## config.mk

```make
export PLATFORM = sky130hd
export DESIGN_NAME = mshr_file
export DESIGN_NICKNAME = d
export VERILOG_FILES = /design/src/rtl/mshr_pkg.sv /design/src/rtl/mshr_lookup.sv /design/src/rtl/mshr_drain.sv /design/src/rtl/mshr_scoreboard.sv /design/src/rtl/mshr_file.sv
export SDC_FILE = /design/constraint.sdc
export NUM_CORES = 1
export LEC_CHECK = 0
export ABC_CLOCK_PERIOD_IN_PS = 27400
export BUFFER_PORTS_ARGS = -buffer_cell sky130_fd_sc_hd__buf_2
export CAP_MARGIN = 20
export CELL_PAD_IN_SITES_DETAIL_PLACEMENT = 0
export CELL_PAD_IN_SITES_GLOBAL_PLACEMENT = 1
export CORE_ASPECT_RATIO = 1.25
export CORE_UTILIZATION = 52
export CTS_CLUSTER_SIZE = 28
export DETAILED_ROUTE_END_ITERATION = 7
export GPL_ROUTABILITY_DRIVEN = 0
export PLACE_DENSITY_LB_ADDON = 0.1
export SYNTH_ARGS = -nofsm -noshare
export SYNTH_HDL_FRONTEND = slang
export SYNTH_SLANG_ARGS = --single-unit
```

## constraint.sdc

```tcl
create_clock -name clk -period 27.4 [get_ports clk]
set_input_delay 4.11 -clock clk [delete_from_list [all_inputs] [get_ports clk]]
set_output_delay 4.11 -clock clk [all_outputs]
set_load 0.02 [all_outputs]
```

## src/rtl/mshr_pkg.sv

```systemverilog
package mshr_pkg;
   localparam int unsigned MSHR_MAX_ENTRIES = 32;
   localparam int unsigned MSHR_MAX_WORDS   = 32;

   // index of the lowest set bit, 0 when none is set
   function automatic int lowest_set(input logic [31:0] vec);
      int idx;
      idx = 0;
      for (int i = 31; i >= 0; i--) begin
         if (vec[i]) idx = i;
      end
      return idx;
   endfunction
endpackage

```

## src/rtl/mshr_lookup.sv

```systemverilog
module mshr_lookup
   import mshr_pkg::*;
#(
   parameter int unsigned ENTRIES = 4,
   parameter int unsigned WORDS   = 4,
   parameter int unsigned LINE_W  = 26,
   localparam int unsigned EID_W  = $clog2(ENTRIES),
   localparam int unsigned WOFF_W = $clog2(WORDS)
) (
   input  logic                             clk,
   input  logic                             rst_n,
   input  logic [ENTRIES-1:0]               busy,
   input  logic [ENTRIES-1:0]               filled,
   input  logic [ENTRIES-1:0][LINE_W-1:0]   lines,
   input  logic [ENTRIES-1:0][WORDS-1:0]    slot_v,
   input  logic [LINE_W-1:0]                req_line,
   input  logic [WOFF_W-1:0]                req_word,
   output logic                             hit,
   output logic [EID_W-1:0]                 hit_idx,
   output logic                             any_free,
   output logic [EID_W-1:0]                 free_idx,
   output logic                             stall
);
   logic [ENTRIES-1:0] match;

   genvar e;
   generate
      for (e = 0; e < ENTRIES; e++) begin : g_cmp
         assign match[e] = busy[e] & ~filled[e] & (lines[e] == req_line);
      end
   endgenerate

   always_comb begin
      hit      = |match;
      any_free = ~&busy;
      hit_idx  = EID_W'(lowest_set(32'(match)));
      free_idx = EID_W'(lowest_set(32'(~busy)));
      stall    = hit ? slot_v[hit_idx][req_word] : ~any_free;
   end

   // a line is never pending in two entries at once
   p_single_match_r3: assert property (@(posedge clk) disable iff (!rst_n)
      $onehot0(match));
endmodule

```

## src/rtl/mshr_drain.sv

```systemverilog
module mshr_drain
   import mshr_pkg::*;
#(
   parameter int unsigned ENTRIES = 4,
   parameter int unsigned WORDS   = 4,
   localparam int unsigned EID_W  = $clog2(ENTRIES),
   localparam int unsigned WOFF_W = $clog2(WORDS)
) (
   input  logic [ENTRIES-1:0]            busy,
   input  logic [ENTRIES-1:0]            filled,
   input  logic [ENTRIES-1:0][WORDS-1:0] slot_v,
   output logic                          sel_valid,
   output logic [EID_W-1:0]              sel_idx,
   output logic                          word_valid,
   output logic [WOFF_W-1:0]             word_idx,
   output logic                          last
);
   logic [ENTRIES-1:0] cand;
   logic [WORDS-1:0]   words;
   logic [WORDS-1:0]   remaining;

   always_comb begin
      cand       = busy & filled;
      sel_valid  = |cand;
      sel_idx    = EID_W'(lowest_set(32'(cand)));
      words      = slot_v[sel_idx];
      word_valid = sel_valid & (|words);
      word_idx   = WOFF_W'(lowest_set(32'(words)));
      remaining  = words & ~(WORDS'(1) << word_idx);
      last       = word_valid & (remaining == '0);
   end
endmodule

```

## src/rtl/mshr_scoreboard.sv

```systemverilog
module mshr_scoreboard #(
   parameter int unsigned NUM_REGS = 32,
   localparam int unsigned REG_W   = $clog2(NUM_REGS)
) (
   input  logic                clk,
   input  logic                rst_n,
   input  logic                fill_en,
   input  logic [REG_W-1:0]    fill_rd,
   input  logic                pend_en,
   input  logic [REG_W-1:0]    pend_rd,
   input  logic [REG_W-1:0]    rd_a,
   input  logic [REG_W-1:0]    rd_b,
   output logic                hold,
   output logic [NUM_REGS-1:0] empty_q
);
   always_ff @(posedge clk) begin
      if (!rst_n) begin
         empty_q <= '0;
      end else begin
         if (fill_en) empty_q[fill_rd] <= 1'b0;
         // a newly accepted miss wins over a writeback of the same register
         if (pend_en) empty_q[pend_rd] <= 1'b1;
      end
   end

   assign hold = empty_q[rd_a] | empty_q[rd_b];
endmodule

```

## src/rtl/mshr_file.sv

```systemverilog
module mshr_file
   import mshr_pkg::*;
#(
   parameter int unsigned ENTRIES  = 4,
   parameter int unsigned WORDS    = 4,
   parameter int unsigned LINE_W   = 26,
   parameter int unsigned DATA_W   = 32,
   parameter int unsigned NUM_REGS = 32,
   localparam int unsigned EID_W   = $clog2(ENTRIES),
   localparam int unsigned WOFF_W  = $clog2(WORDS),
   localparam int unsigned REG_W   = $clog2(NUM_REGS),
   localparam int unsigned LINE_DW = WORDS * DATA_W
) (
   input  logic                clk,
   input  logic                rst_n,
   input  logic                alloc_valid,
   input  logic [LINE_W-1:0]   alloc_line,
   input  logic [WOFF_W-1:0]   alloc_word,
   input  logic [REG_W-1:0]    alloc_rd,
   output logic                alloc_stall,
   output logic                mem_req_valid,
   output logic [LINE_W-1:0]   mem_req_line,
   output logic [EID_W-1:0]    mem_req_id,
   input  logic [REG_W-1:0]    query_ra,
   input  logic [REG_W-1:0]    query_rb,
   output logic                decode_hold,
   input  logic                refill_valid,
   input  logic [EID_W-1:0]    refill_id,
   input  logic [LINE_DW-1:0]  refill_data,
   output logic                wb_valid,
   output logic [REG_W-1:0]    wb_rd,
   output logic [DATA_W-1:0]   wb_data
);
   initial begin
      assert (ENTRIES >= 2 && ENTRIES <= MSHR_MAX_ENTRIES && (ENTRIES & (ENTRIES - 1)) == 0)
         else $error("ENTRIES must be a power of two in 2..32");
      assert (WORDS >= 2 && WORDS <= MSHR_MAX_WORDS && (WORDS & (WORDS - 1)) == 0)
         else $error("WORDS must be a power of two in 2..32");
      assert (NUM_REGS >= 2 && (NUM_REGS & (NUM_REGS - 1)) == 0)
         else $error("NUM_REGS must be a power of two");
   end

   // entry table
   logic [ENTRIES-1:0]              busy;
   logic [ENTRIES-1:0]              filled;
   logic [ENTRIES-1:0][LINE_W-1:0]  ent_line;
   logic [ENTRIES-1:0][WORDS-1:0]   slot_v;
   logic [REG_W-1:0]                slot_rd  [ENTRIES][WORDS];
   logic [DATA_W-1:0]               slot_dat [ENTRIES][WORDS];

   logic               hit, any_free, stall;
   logic [EID_W-1:0]   hit_idx, free_idx, tgt;
   logic               accept;
   logic               sel_valid, word_valid, last;
   logic [EID_W-1:0]   sel_idx;
   logic [WOFF_W-1:0]  word_idx;
   logic [NUM_REGS-1:0] reg_empty;

   mshr_lookup #(.ENTRIES(ENTRIES), .WORDS(WORDS), .LINE_W(LINE_W)) u_lookup (
      .clk      (clk),
      .rst_n    (rst_n),
      .busy     (busy),
      .filled   (filled),
      .lines    (ent_line),
      .slot_v   (slot_v),
      .req_line (alloc_line),
      .req_word (alloc_word),
      .hit      (hit),
      .hit_idx  (hit_idx),
      .any_free (any_free),
      .free_idx (free_idx),
      .stall    (stall)
   );

   mshr_drain #(.ENTRIES(ENTRIES), .WORDS(WORDS)) u_drain (
      .busy       (busy),
      .filled     (filled),
      .slot_v     (slot_v),
      .sel_valid  (sel_valid),
      .sel_idx    (sel_idx),
      .word_valid (word_valid),
      .word_idx   (word_idx),
      .last       (last)
   );

   assign accept = alloc_valid & ~stall;
   assign tgt    = hit ? hit_idx : free_idx;

   // control state
   always_ff @(posedge clk) begin
      if (!rst_n) begin
         busy   <= '0;
         filled <= '0;
         slot_v <= '0;
      end else begin
         if (sel_valid) begin
            if (word_valid) slot_v[sel_idx][word_idx] <= 1'b0;
            if (!word_valid || last) begin
               busy[sel_idx]   <= 1'b0;
               filled[sel_idx] <= 1'b0;
            end
         end
         if (accept) begin
            for (int e = 0; e < ENTRIES; e++) begin
               for (int w = 0; w < WORDS; w++) begin
                  if (slot_v[e][w] && slot_rd[e][w] == alloc_rd) slot_v[e][w] <= 1'b0;
               end
            end
            slot_v[tgt][alloc_word] <= 1'b1;
            if (!hit) begin
               busy[tgt]   <= 1'b1;
               filled[tgt] <= 1'b0;
            end
         end
         if (refill_valid) filled[refill_id] <= 1'b1;
      end
   end

   // payload state, no reset needed
   always_ff @(posedge clk) begin
      if (accept) begin
         slot_rd[tgt][alloc_word] <= alloc_rd;
         if (!hit) ent_line[tgt] <= alloc_line;
      end
      if (refill_valid) begin
         for (int w = 0; w < WORDS; w++) begin
            slot_dat[refill_id][w] <= refill_data[w*DATA_W +: DATA_W];
         end
      end
   end

   mshr_scoreboard #(.NUM_REGS(NUM_REGS)) u_sb (
      .clk     (clk),
      .rst_n   (rst_n),
      .fill_en (wb_valid),
      .fill_rd (wb_rd),
      .pend_en (accept),
      .pend_rd (alloc_rd),
      .rd_a    (query_ra),
      .rd_b    (query_rb),
      .hold    (decode_hold),
      .empty_q (reg_empty)
   );

   assign alloc_stall   = stall;
   assign mem_req_valid = accept & ~hit;
   assign mem_req_line  = alloc_line;
   assign mem_req_id    = free_idx;
   assign wb_valid      = word_valid;
   assign wb_rd         = slot_rd[sel_idx][word_idx];
   assign wb_data       = slot_dat[sel_idx][word_idx];

   // a request never targets an entry that is already outstanding
   p_one_req_per_entry_r10: assert property (@(posedge clk) disable iff (!rst_n)
      mem_req_valid |-> !busy[mem_req_id]);

   // the requested entry is busy on the following cycle
   p_entry_busy_after_req_r2: assert property (@(posedge clk) disable iff (!rst_n)
      mem_req_valid |=> busy[$past(mem_req_id)]);

   // every writeback lands on a register the scoreboard holds empty
   p_wb_target_pending_r7: assert property (@(posedge clk) disable iff (!rst_n)
      wb_valid |-> reg_empty[wb_rd]);

   // refills only arrive for busy entries still waiting
   p_refill_to_pending_r6: assert property (@(posedge clk) disable iff (!rst_n)
      refill_valid |-> (busy[refill_id] && !filled[refill_id]));

   genvar g;
   generate
      for (g = 0; g < ENTRIES; g++) begin : g_chk
         // a released entry carries no waiting slots
         p_idle_entry_clear_r8: assert property (@(posedge clk) disable iff (!rst_n)
            !busy[g] |-> (slot_v[g] == '0));
      end
   endgenerate
endmodule

```

# Word level (Yosys, flattened, before mapping)
# Memories as Yosys holds them, arrays and structs flattened.
# Index checks and enable logic that the tools add are counted.
totals:
  regBits: 160
  out_inout_bits: 69
  rom_bits: 0
  mem_bits_rw: 592
  in_bits: 177
  latch_bits: 0
  n_memories: 2
  word_cells: 279
classes:
  shifts: 1
  mux: 155
  n_addsub: 0
  order_cmp: 20
  eq_ne: 20
  n_mul: 0
  bitwise: 38
  div_mod_pow: 0
  n_reduce_logical: 32
memory_table:
  columns: ["name", "words", "word_bits", "read_ports", "rd_ports_with_merged_regs", "write_ports", "line", "text"]
  rows:
  - ["slot_dat", 4, 128, 1, 0, 1, "mshr_file.sv:49", "logic [DATA_W-1:0] slot_dat [ENTRIES][WORDS];"]
  - ["slot_rd", 4, 20, 5, 0, 1, "mshr_file.sv:48", "logic [REG_W-1:0] slot_rd [ENTRIES][WORDS];"]
op_table:
  columns: ["op", "count"]
  rows:
  - ["32-bit two-way mux", 5]
  - ["104-bit bitwise mux", 1]
  - ["26-bit == test", 4]
  - ["2-bit two-way mux", 45]
  - ["5-bit == test", 16]
  - ["32-bit binary-select mux with 2-bit select", 1]
  - ["4-bit two-way mux", 16]
  - ["1-bit two-way mux", 62]
  - ["26-bit demux with 2-bit select", 1]
  - ["16-bit two-way mux", 3]
  - ["32-bit AND", 1]
  - ["32-bit NOT", 1]
  - ["4-bit NOT with 32-bit output", 1]
  - ["32-bit OR", 1]
  - ["26-bit two-way mux", 1]
  - ["1-bit logical AND", 24]
  - ["5-bit by 6-bit < comparator with 1-bit output (second input constant)", 4]
  - ["4-bit AND", 5]
  - ["20-bit two-way mux", 1]
  - ["2-bit by 3-bit < comparator with 1-bit output (second input constant)", 6]
  - ["16-bit AND", 1]
  - ["4-bit binary-select mux with 2-bit select", 2]
  - ["4-bit demux with 2-bit select", 2]
  - ["16-bit NOT", 1]
  - ["other kinds (25)", 61]

# Depth between registers and ports, before layout
# Gate-level depths: netlist (run 1).
depth:
  ltp_word: 45
  ltp_mapped: 14
  ltp_nobuf: 10

# Hierarchy
# Synthesis (run 1) repeated with hierarchy kept, for this count alone.
hier_totals:
  cells_unflattened: 1777
  hier_area_um2: 31529.0
modules_own_cells:
  columns: ["mod", "n_inst", "cells_per_inst", "seq_area_each_um2", "area_each_um2"]
  rows:
  - ["mshr_file", 1, 1300, 21380.5, 27568.9]
  - ["mshr_scoreboard", 1, 219, 640.6, 1998.2]
  - ["mshr_lookup", 1, 207, 0.0, 1597.8]
  - ["mshr_drain", 1, 51, 0.0, 364.1]

# Least setup slack after synthesis (run 1)
# Ideal clock, no wire load.
synth_path:
  kind: "in2reg"
  startpoint: "in refill_id[1]"
  endpoint: "reg filled[0]"
  setup_time_ns: 0.108
  path_buffers: 0
  required_ns: 27.292
  setup_slack_ns: 12.548
  cell_stages: 3
  arrival_ns: 14.744
  cell_sequence: "nor3b_1 > o21ai_0 > a31oi_1"
synth_between:
  elab_chain_cells: 6
  word_cells_on_any_way: 7
  classes_between: "order compare (2); mux (3); bitwise (1); reduce/logical (1)"
synth_rtl:
  columns: ["item", "line", "text"]
  rows:
  - ["start, declared", "mshr_file.sv:28", "input logic [EID_W-1:0] refill_id,"]
  - ["2-bit by 3-bit < comparator with 1-bit output (not written as such) / 2-bit by 1-bit >= comparator with 1-bit output (equally long branches)", "mshr_file.sv:115", "if (refill_valid) filled[refill_id] <= 1'b1;"]
  - ["1-bit logical AND (not written as such)", "mshr_file.sv:115", null]
  - ["1-bit two-way mux (not written as such)", "mshr_file.sv:115", null]
  - ["1-bit demux with 2-bit select *", "mshr_file.sv:115", null]
  - ["4-bit OR (no line) *", null, null]
  - ["4-bit two-way mux *", "mshr_file.sv:115", null]
  - ["end signal, assigned by index", "mshr_file.sv:100", "filled[sel_idx] <= 1'b0;"]
  - ["end signal, assigned by index", "mshr_file.sv:112", "filled[tgt] <= 1'b0;"]
  - ["end signal, assigned by index", "mshr_file.sv:115", null]
  - ["end, declared", "mshr_file.sv:45", "logic [ENTRIES-1:0] filled;"]
# Mark *: on every way between the ends. The rest lies on a longest branch, timed or not.
# A chain may end at the register's enable or synchronous reset.

# Worst setup path after layout (run 1)
layout_path:
  startpoint: "in alloc_line[17]"
  endpoint: "out mem_req_valid"
layout_between:
  elab_chain_cells: 14
  word_cells_on_any_way: 22
  classes_between: "eq/ne (4); mux (9); bitwise (8); reduce/logical (1)"
layout_rtl:
  columns: ["item", "line", "text"]
  rows:
  - ["start, declared", "mshr_file.sv:17", "input logic [LINE_W-1:0] alloc_line,"]
  - ["26-bit == test", "mshr_lookup.sv:29", "assign match[e] = busy[e] & ~filled[e] & (lines[e] == req_line);"]
  - ["1-bit AND", "mshr_lookup.sv:29", null]
  - ["2-bit two-way mux (4 in a row)", "mshr_pkg.sv:10", "if (vec[i]) idx = i;"]
  - ["4-bit binary-select mux with 2-bit select", "mshr_lookup.sv:38", "stall = hit ? slot_v[hit_idx][req_word] : ~any_free;"]
  - ["4-bit two-way mux (not written as such)", "mshr_lookup.sv:38", null]
  - ["1-bit binary-select mux with 2-bit select", "mshr_lookup.sv:38", null]
  - ["1-bit two-way mux (not written as such)", "mshr_lookup.sv:38", null]
  - ["1-bit two-way mux", "mshr_lookup.sv:38", null]
  - ["1-bit NOT", "mshr_file.sv:86", "assign accept = alloc_valid & ~stall;"]
  - ["1-bit AND", "mshr_file.sv:86", null]
  - ["1-bit AND *", "mshr_file.sv:146", "assign mem_req_valid = accept & ~hit;"]
  - ["end, declared", "mshr_file.sv:21", "output logic mem_req_valid,"]
# Mark *: on every way between the ends. The rest lies on a longest branch, timed or not. The select of a mux whose other input is x is not followed.

==> metrics, run 1 <==
Worst setup SP type=input pin; Setup violations, final=0; Design Area, Final=36300 um2; initial detailed-routing violation count=about 1900; Initial Util=0.526; Hold Crit Start=slot_v[8]; Net Count, Synth=roughly 2500; fin. max-slew vios=0; Post-Syn Instances=about 2300; post-synthesis simple-gate area fraction=0.0891; Post-CTS Setup Bufs=0; standard-cell rows=101; logic gate share of total power=0.079; CTS tree=yes; Post-layout nets=2685; GR Overflow Total=0; met1 GRT Util=0.354; adder-cell area share of the yosys netlist=0; Clock Root Buffer=clkbuf_16; r2r setup slk=22480 ps; die height=279 um; area of the multi-input gates=just over 9000 um2; Fillers=4775; RSZ-0062 raised after global routing=false; largest family of logic cells by synthesized area=compound AO/OA/AOI/OAI gates; share of post-route cells with drive strength above 1=0.174; Die ar.=62500 um2; PD cells=70.1 nW/um2; GR peak layer=met2; Clock power frac=0.400; Worst Hold Endpoint=slot_v[8]; TritonCTS Sinks=752; MaxCap Viol Count=0; fmax=about 0.086 GHz; DP Area=33700 um2; worst hold slack=500 ps; xor and xnor area share after synthesis=0.0504; Routed Antenna Nets=0; met3 Use GR=0.0590; Post-CTS Hold Buffers=0; DR vias=20994; Reg power frac=0.521; IR drop worst, VDD=0.0562 mV; CTS buffer count=78; post-synthesis compound-gate area fraction=0.126; final period utilization=0.427; asr flop ratio synth=0; most frequent cells in the layout=edfxtp_1, nand2_1, buf_2, a21oi_1, xnor2_1; register bit total from synthesis=752; R2R depth=11; Syn Std Cell Area=roughly 32000 um2; Die Wd=224 um; P_sw=0.584 mW; RR Startpoint=busy[1]; setup tns final=0 ps; Rel. slew slack=0.284; Fin. Hold Viols=0; Via density=6.17; Min Clock Period, post-route=approximately 12000 ps; worst path arrival time=7580 ps; WL/cell=24.7 um; clock-pin slew on the worst setup and hold paths=60 ps; total track usage=0.270; port buffer count=~250; Sw Share=0.230; largest fanout on the critical path=34; WHS Path Cells=2; # IOs=246; actual slew at the worst max-slew pin=between 1000 and 1500 ps; Main synth FF type=edfxtp_1; largest net degree at the start of global routing=150; register area=around 22000 um2; final core occ=0.596; vias in the first global route=20816; Required @ worst endpoint=23290 ps; M2 GR Usage=0.434; post-synthesis mux area share=0.0164; Layout area overhead=13.4%; first-pass GRT wire length=127 mm; sequential element share of the synthesized area=0.689; Remaining DRCs=0; skew final=about 16 ps; hold crit path type=flip-flop to flip-flop; CTS Buffer Depth=3; library cells used by synthesis=74; initial antenna violation count=28; DP HPWL=around 50 mm; DRT Pass-1 Iters=6; Cell Int Power=1.96 mW; Setup CP Type=input pin to primary output; Post-Route WL=84.2 mm; clk_lat worst skew=620 ps; htree depth=3; dpl ws=15280 ps; leading cell type in the layout, fill and taps excluded=edfxtp_1; outcome=complete, no violations; Worst setup EP type=primary output; Leakage=12.0 nW; RR Endpoint=u_sb.empty_q[10]; yosys warns=0; post_cts resized=0; CORE AREA=60800 um2; EDFF count, synth=roughly 700; Synth Area per Inst=13.6 um2; PnR worst setup slack=roughly 16000 ps
power groups by stage:
stage / clock (mW) / sequential [mW] / combinational, mW
after floorplan: 0 / 1.35 / 0.120
after global placement: 0 / 1.34 / 0.196
after detailed placement: 0 / 1.35 / 0.200
after CTS: 1.04 / 1.32 / 0.201
after global routing: 1.08 / 1.33 / 0.217
final: 1.02 / 1.32 / 0.201
metrics by stage:
step	power, mW	instances
detailed placement	1.55	3247
finish	2.54	3404
global placement	1.54	3247
global route	2.62	3401
floorplan	1.47	2344
CTS	2.56	3383
logic make-up after synthesis:
logic type / count (synthesis)
multiplexers: 27
XOR/XNOR: 184
flip-flops: 752
buffers and inverters: 212
AO/OA/AOI/OAI: 562
AND/OR/NAND/NOR: 607
routing by layer:
layer,wire length [um],part of all wire
met5,134,0.0016
met4,2610,0.031
met3,5860,0.070
met2,41200,0.49
met1,34400,0.41
state kept, by name (all words and copies together), names as in the netlist:
name          flops
busy              4
ent_line        104
filled            4
slot_dat        512
slot_rd          80
slot_v           16
u_sb.empty_q     32
critical path: stages:
cell       delay [ps]
buf_2             180
xnor2_1           360
nand4bb_1         190
or4_1             570
a311oi_1          370
o21ai_1           140
mux2i_1           130
nor2_1            340
buf_6             220
o21ai_1           110
inv_2             550
nor2_1            110
buf_2             190
cells in the mapped netlist (all sizes together) (20+ instances only):
library cell / count / area share
buf: 68 / 0.012
o311ai: 33 / 0.0093
clkbuf: 128 / 0.015
o211ai: 35 / 0.0082
a221oi: 96 / 0.026
mux4: 20 / 0.014
a21oi: 164 / 0.026
nand3: 43 / 0.0067
nor3: 37 / 0.0067
nor2: 34 / 0.0040
dfxtp: 56 / 0.035
a22o: 43 / 0.012
xnor2: 133 / 0.036
o221ai: 33 / 0.0090
edfxtp: 696 / 0.65
nand2: 349 / 0.041
xor2: 51 / 0.014
o21ai: 39 / 0.0061
nand4: 66 / 0.013
how the worst max path moves through the flow:
stage                         startpoint            end  slack, ps  cells past startpoint
after global placement    alloc_line[17]  mem_req_valid      15400                     12
final                     alloc_line[17]  mem_req_valid      15710                     13
after global routing      alloc_line[17]  mem_req_valid      15590                     13
after detailed placement  alloc_line[17]  mem_req_valid      15280                     12
after CTS                 alloc_line[17]  mem_req_valid      15290                     12
after floorplan             refill_id[1]      filled[0]      12550                      3
area by class of cell:
type / count / share of cell area
clock buffer: 96 / 0.0563
timing repair buffer: 280 / 0.0439
clock inverter: 40 / 0.0105
multi-input combinational: 1380 / 0.251
antenna: 16 / 0.00110
inverter: 16 / 0.00166
tap: 824 / 0.0284
sequential: 752 / 0.607
(Power assumes the default switching activity.)
==> run 2, diff against run 1 <==
--- a/config.mk
+++ b/config.mk
@@ -5,13 +5,13 @@
 export SDC_FILE = /design/constraint.sdc
 export NUM_CORES = 1
 export LEC_CHECK = 0
-export ABC_CLOCK_PERIOD_IN_PS = 27400
+export ABC_CLOCK_PERIOD_IN_PS = 10100
 export BUFFER_PORTS_ARGS = -buffer_cell sky130_fd_sc_hd__buf_2
 export CAP_MARGIN = 20
 export CELL_PAD_IN_SITES_DETAIL_PLACEMENT = 0
 export CELL_PAD_IN_SITES_GLOBAL_PLACEMENT = 1
 export CORE_ASPECT_RATIO = 1.25
-export CORE_UTILIZATION = 52
+export CORE_UTILIZATION = 45
 export CTS_CLUSTER_SIZE = 28
 export DETAILED_ROUTE_END_ITERATION = 7
 export GPL_ROUTABILITY_DRIVEN = 0
==> constraint.sdc (replaced) <==
create_clock -name clk -period 10.1 [get_ports clk]
set_input_delay 1.515 -clock clk [delete_from_list [all_inputs] [get_ports clk]]
set_output_delay 1.515 -clock clk [all_outputs]
set_load 0.02 [all_outputs]
==> run 2 against run 1 <==
Via count decreased by 1.3%. Utilization decreased by 7.5 points. Worst setup slack got worse by 12000 ps. Combinational power increased to 2.7 times the previous value. Cell count increased by 3.0%. Flip-flop and latch count unchanged. Critical path depth decreased by 4. Hold slack got worse by 12 ps. Total power increased to 2.8 times the previous value. Sequential power increased to 2.7 times the previous value.
==> metrics, run 2 (synthesized netlist as in run 1, its figures left out) <==
outcome=complete, no violations (unchanged); post-route insts no fill=3506 (was 3404); MaxCap Viol Count=0 (unchanged); Setup CP Type=flip-flop to primary output (was input pin to primary output); DP HPWL=51.5 mm (was 50.0 mm); clock-pin slew on the worst setup and hold paths=60 ps (about the same); PD cells=193 nW/um2 (was 70.1 nW/um2); Via density=5.91 (was 6.17); met1 GRT Util=0.320 (was 0.354); Placed Cells incl. Taps=3359 (was 3247); CORE AREA=69900 um2 (was 60800 um2); actual slew at the worst max-slew pin=1150 ps (was 1070 ps); share of post-route cells with drive strength above 1=0.177 (was 0.174); Setup crit start=busy[1] (was alloc_line[17]); r2r setup slk=5100 ps (was 22480 ps); initial antenna violation count=23 (was 28); overall power consumption=7.02 mW (was 2.54 mW); leading cell type in the layout, fill and taps excluded=edfxtp_1 (unchanged); clk_lat worst skew=620 ps (about the same); fin. max-slew vios=0 (unchanged); Reg power frac=0.511 (was 0.521); initial detailed-routing violation count=1682 (was 1879); total track usage=0.243 (was 0.270); GR peak layer=met2 (unchanged); Fin. Hold Viols=0 (unchanged); TritonCTS Sinks=752 (unchanged); htree depth=3 (unchanged); logic gate share of total power=0.078 (was 0.079); setup tns final=0 ps (unchanged); worst path arrival time=5070 ps (was 7580 ps); CTS Buffer Depth=3 (unchanged); Initial Util=0.458 (was 0.526); max reg flops=512 (unchanged); Hold Crit Start=slot_v[8] (unchanged); Required @ worst endpoint=8590 ps (was 23290 ps); Post-layout nets=2683 (was 2685); Routed Antenna Nets=0 (unchanged); largest net degree at the start of global routing=131 (was 150); largest registers=slot_dat (512), ent_line (104), slot_rd (80) (unchanged); Leakage=12.0 nW (about the same); Clock Root Buffer=clkbuf_16 (unchanged); # IOs=246 (unchanged); port buffer count=245 (unchanged); final core occ=0.522 (was 0.596); Clock power frac=0.411 (was 0.400); met3 Use GR=0.0400 (was 0.0590); most frequent cells in the layout=edfxtp_1, nand2_1, buf_2, a21oi_1, xnor2_1 (unchanged); RR Startpoint=busy[1] (unchanged); first-pass GRT wire length=131 mm (was 127 mm); standard-cell rows=108 (was 101); vias in the first global route=20742 (was 20816); Rel. slew slack=0.232 (was 0.284); RSZ-0062 raised after global routing=false (unchanged); final period utilization=0.652; fmax=0.152 GHz; Fillers=5982 (was 4775); Post-Route WL=87.9 mm (was 84.2 mm); Post-CTS Hold Buffers=0 (unchanged); post_cts resized=0 (unchanged); skew final=24.8 ps (was 16.2 ps); WL/cell=25.1 um (was 24.7 um); Die ar.=72100 um2 (was 62500 um2); hold crit path type=flip-flop to flip-flop (unchanged); Cell Int Power=5.38 mW (was 1.96 mW); Setup violations, final=0 (unchanged); Layout area overhead=14.0% (was 13.4%); DRT Pass-1 Iters=5 (was 6); GR Overflow Total=0 (unchanged); CTS buffer count=79 (was 78); largest reg by FF count=slot_dat (unchanged); M2 GR Usage=0.412 (was 0.434); Remaining DRCs=0 (unchanged); Min Clock Period, post-route=roughly 6600 ps; largest fanout on the critical path=49 (was 34); Worst setup EP type=primary output (unchanged); IR drop worst, VDD=0.138 mV (was 0.0562 mV); DR vias=20718 (was 20994); CTS tree=yes (unchanged); die height=300 um (was 279 um); Post-CTS Setup Bufs=0 (unchanged); Die Wd=240 um (was 224 um); Worst setup SP type=flip-flop (was input pin); P_sw=1.64 mW (was 0.584 mW); Sw Share=0.234 (was 0.230)
## run 2: cell count changes in the layout (fill, tap and decap cells not counted), moves of 2 or more
| cell | change |
|---|---|
| buf_16 | -3 |
| bufinv_16 | +2 |
| clkbuf_1 | -8 |
| clkinv_1 | +3 |
| clkinv_16 | +2 |
| clkinv_2 | +4 |
| clkinvlp_4 | +3 |
| diode_2 | -12 |
## run 2: through the flow
step,area (um2),hold slack (ps),setup slack [ps]
floorplan,32000,460,2500
global placement,33900,471,3250
detailed placement,33900,486,3170
CTS,36400,492,3160
global route,36400,527,3260
finish,36400,488,3520
## run 2: layer usage
metal | up-vias | share of wire
li1 | 9415 | -
met5 | - | 0.0021
met1 | 10455 | 0.42
met2 | 661 | 0.50
met4 | 28 | 0.021
met3 | 159 | 0.054
## run 2: final cells by class
cell class | count | area, um2 | area share
Sequential cell | 752 | 22000 | 0.604
Multi-Input combinational cell | 1380 | 9100 | 0.250
Clock buffer | 89 | 2020 | 0.0555
Timing Repair Buffer | 277 | 1520 | 0.0417
Tap cell | 935 | 1170 | 0.0321
Clock inverter | 53 | 543 | 0.0149
Inverter | 16 | 60.1 | 0.00165
Antenna cell | 4 | 10.0 | 0.000275
## run 2: path summary, 6_finish.rpt
check,cells after the start,endpoint
min,2,slot_v[8]
max,9,wb_data[31]
min reg2reg,2,slot_v[8]
max reg2reg,10,u_sb.empty_q[10]
## run 2: power groups by stage
stage          Combinational [mW]  Sequential, mW  Clock [mW]
2_1_floorplan               0.325            3.65           0
3_3_place_gp                0.546            3.65           0
3_5_place_dp                0.554            3.65           0
4_1_cts                     0.556            3.59        2.93
5_1_grt                     0.594            3.60        3.05
6_report                    0.548            3.59        2.88
## run 2: critical path, cell delays in order, from the launching register on
cell and delay (ps):
dfxtp_1 460, and2_1 750, a21o_1 660, nand2_4 520
buf_4 500, nand2_1 150, a21oi_1 70, o311ai_0 740
o221ai_1 320, buf_2 240
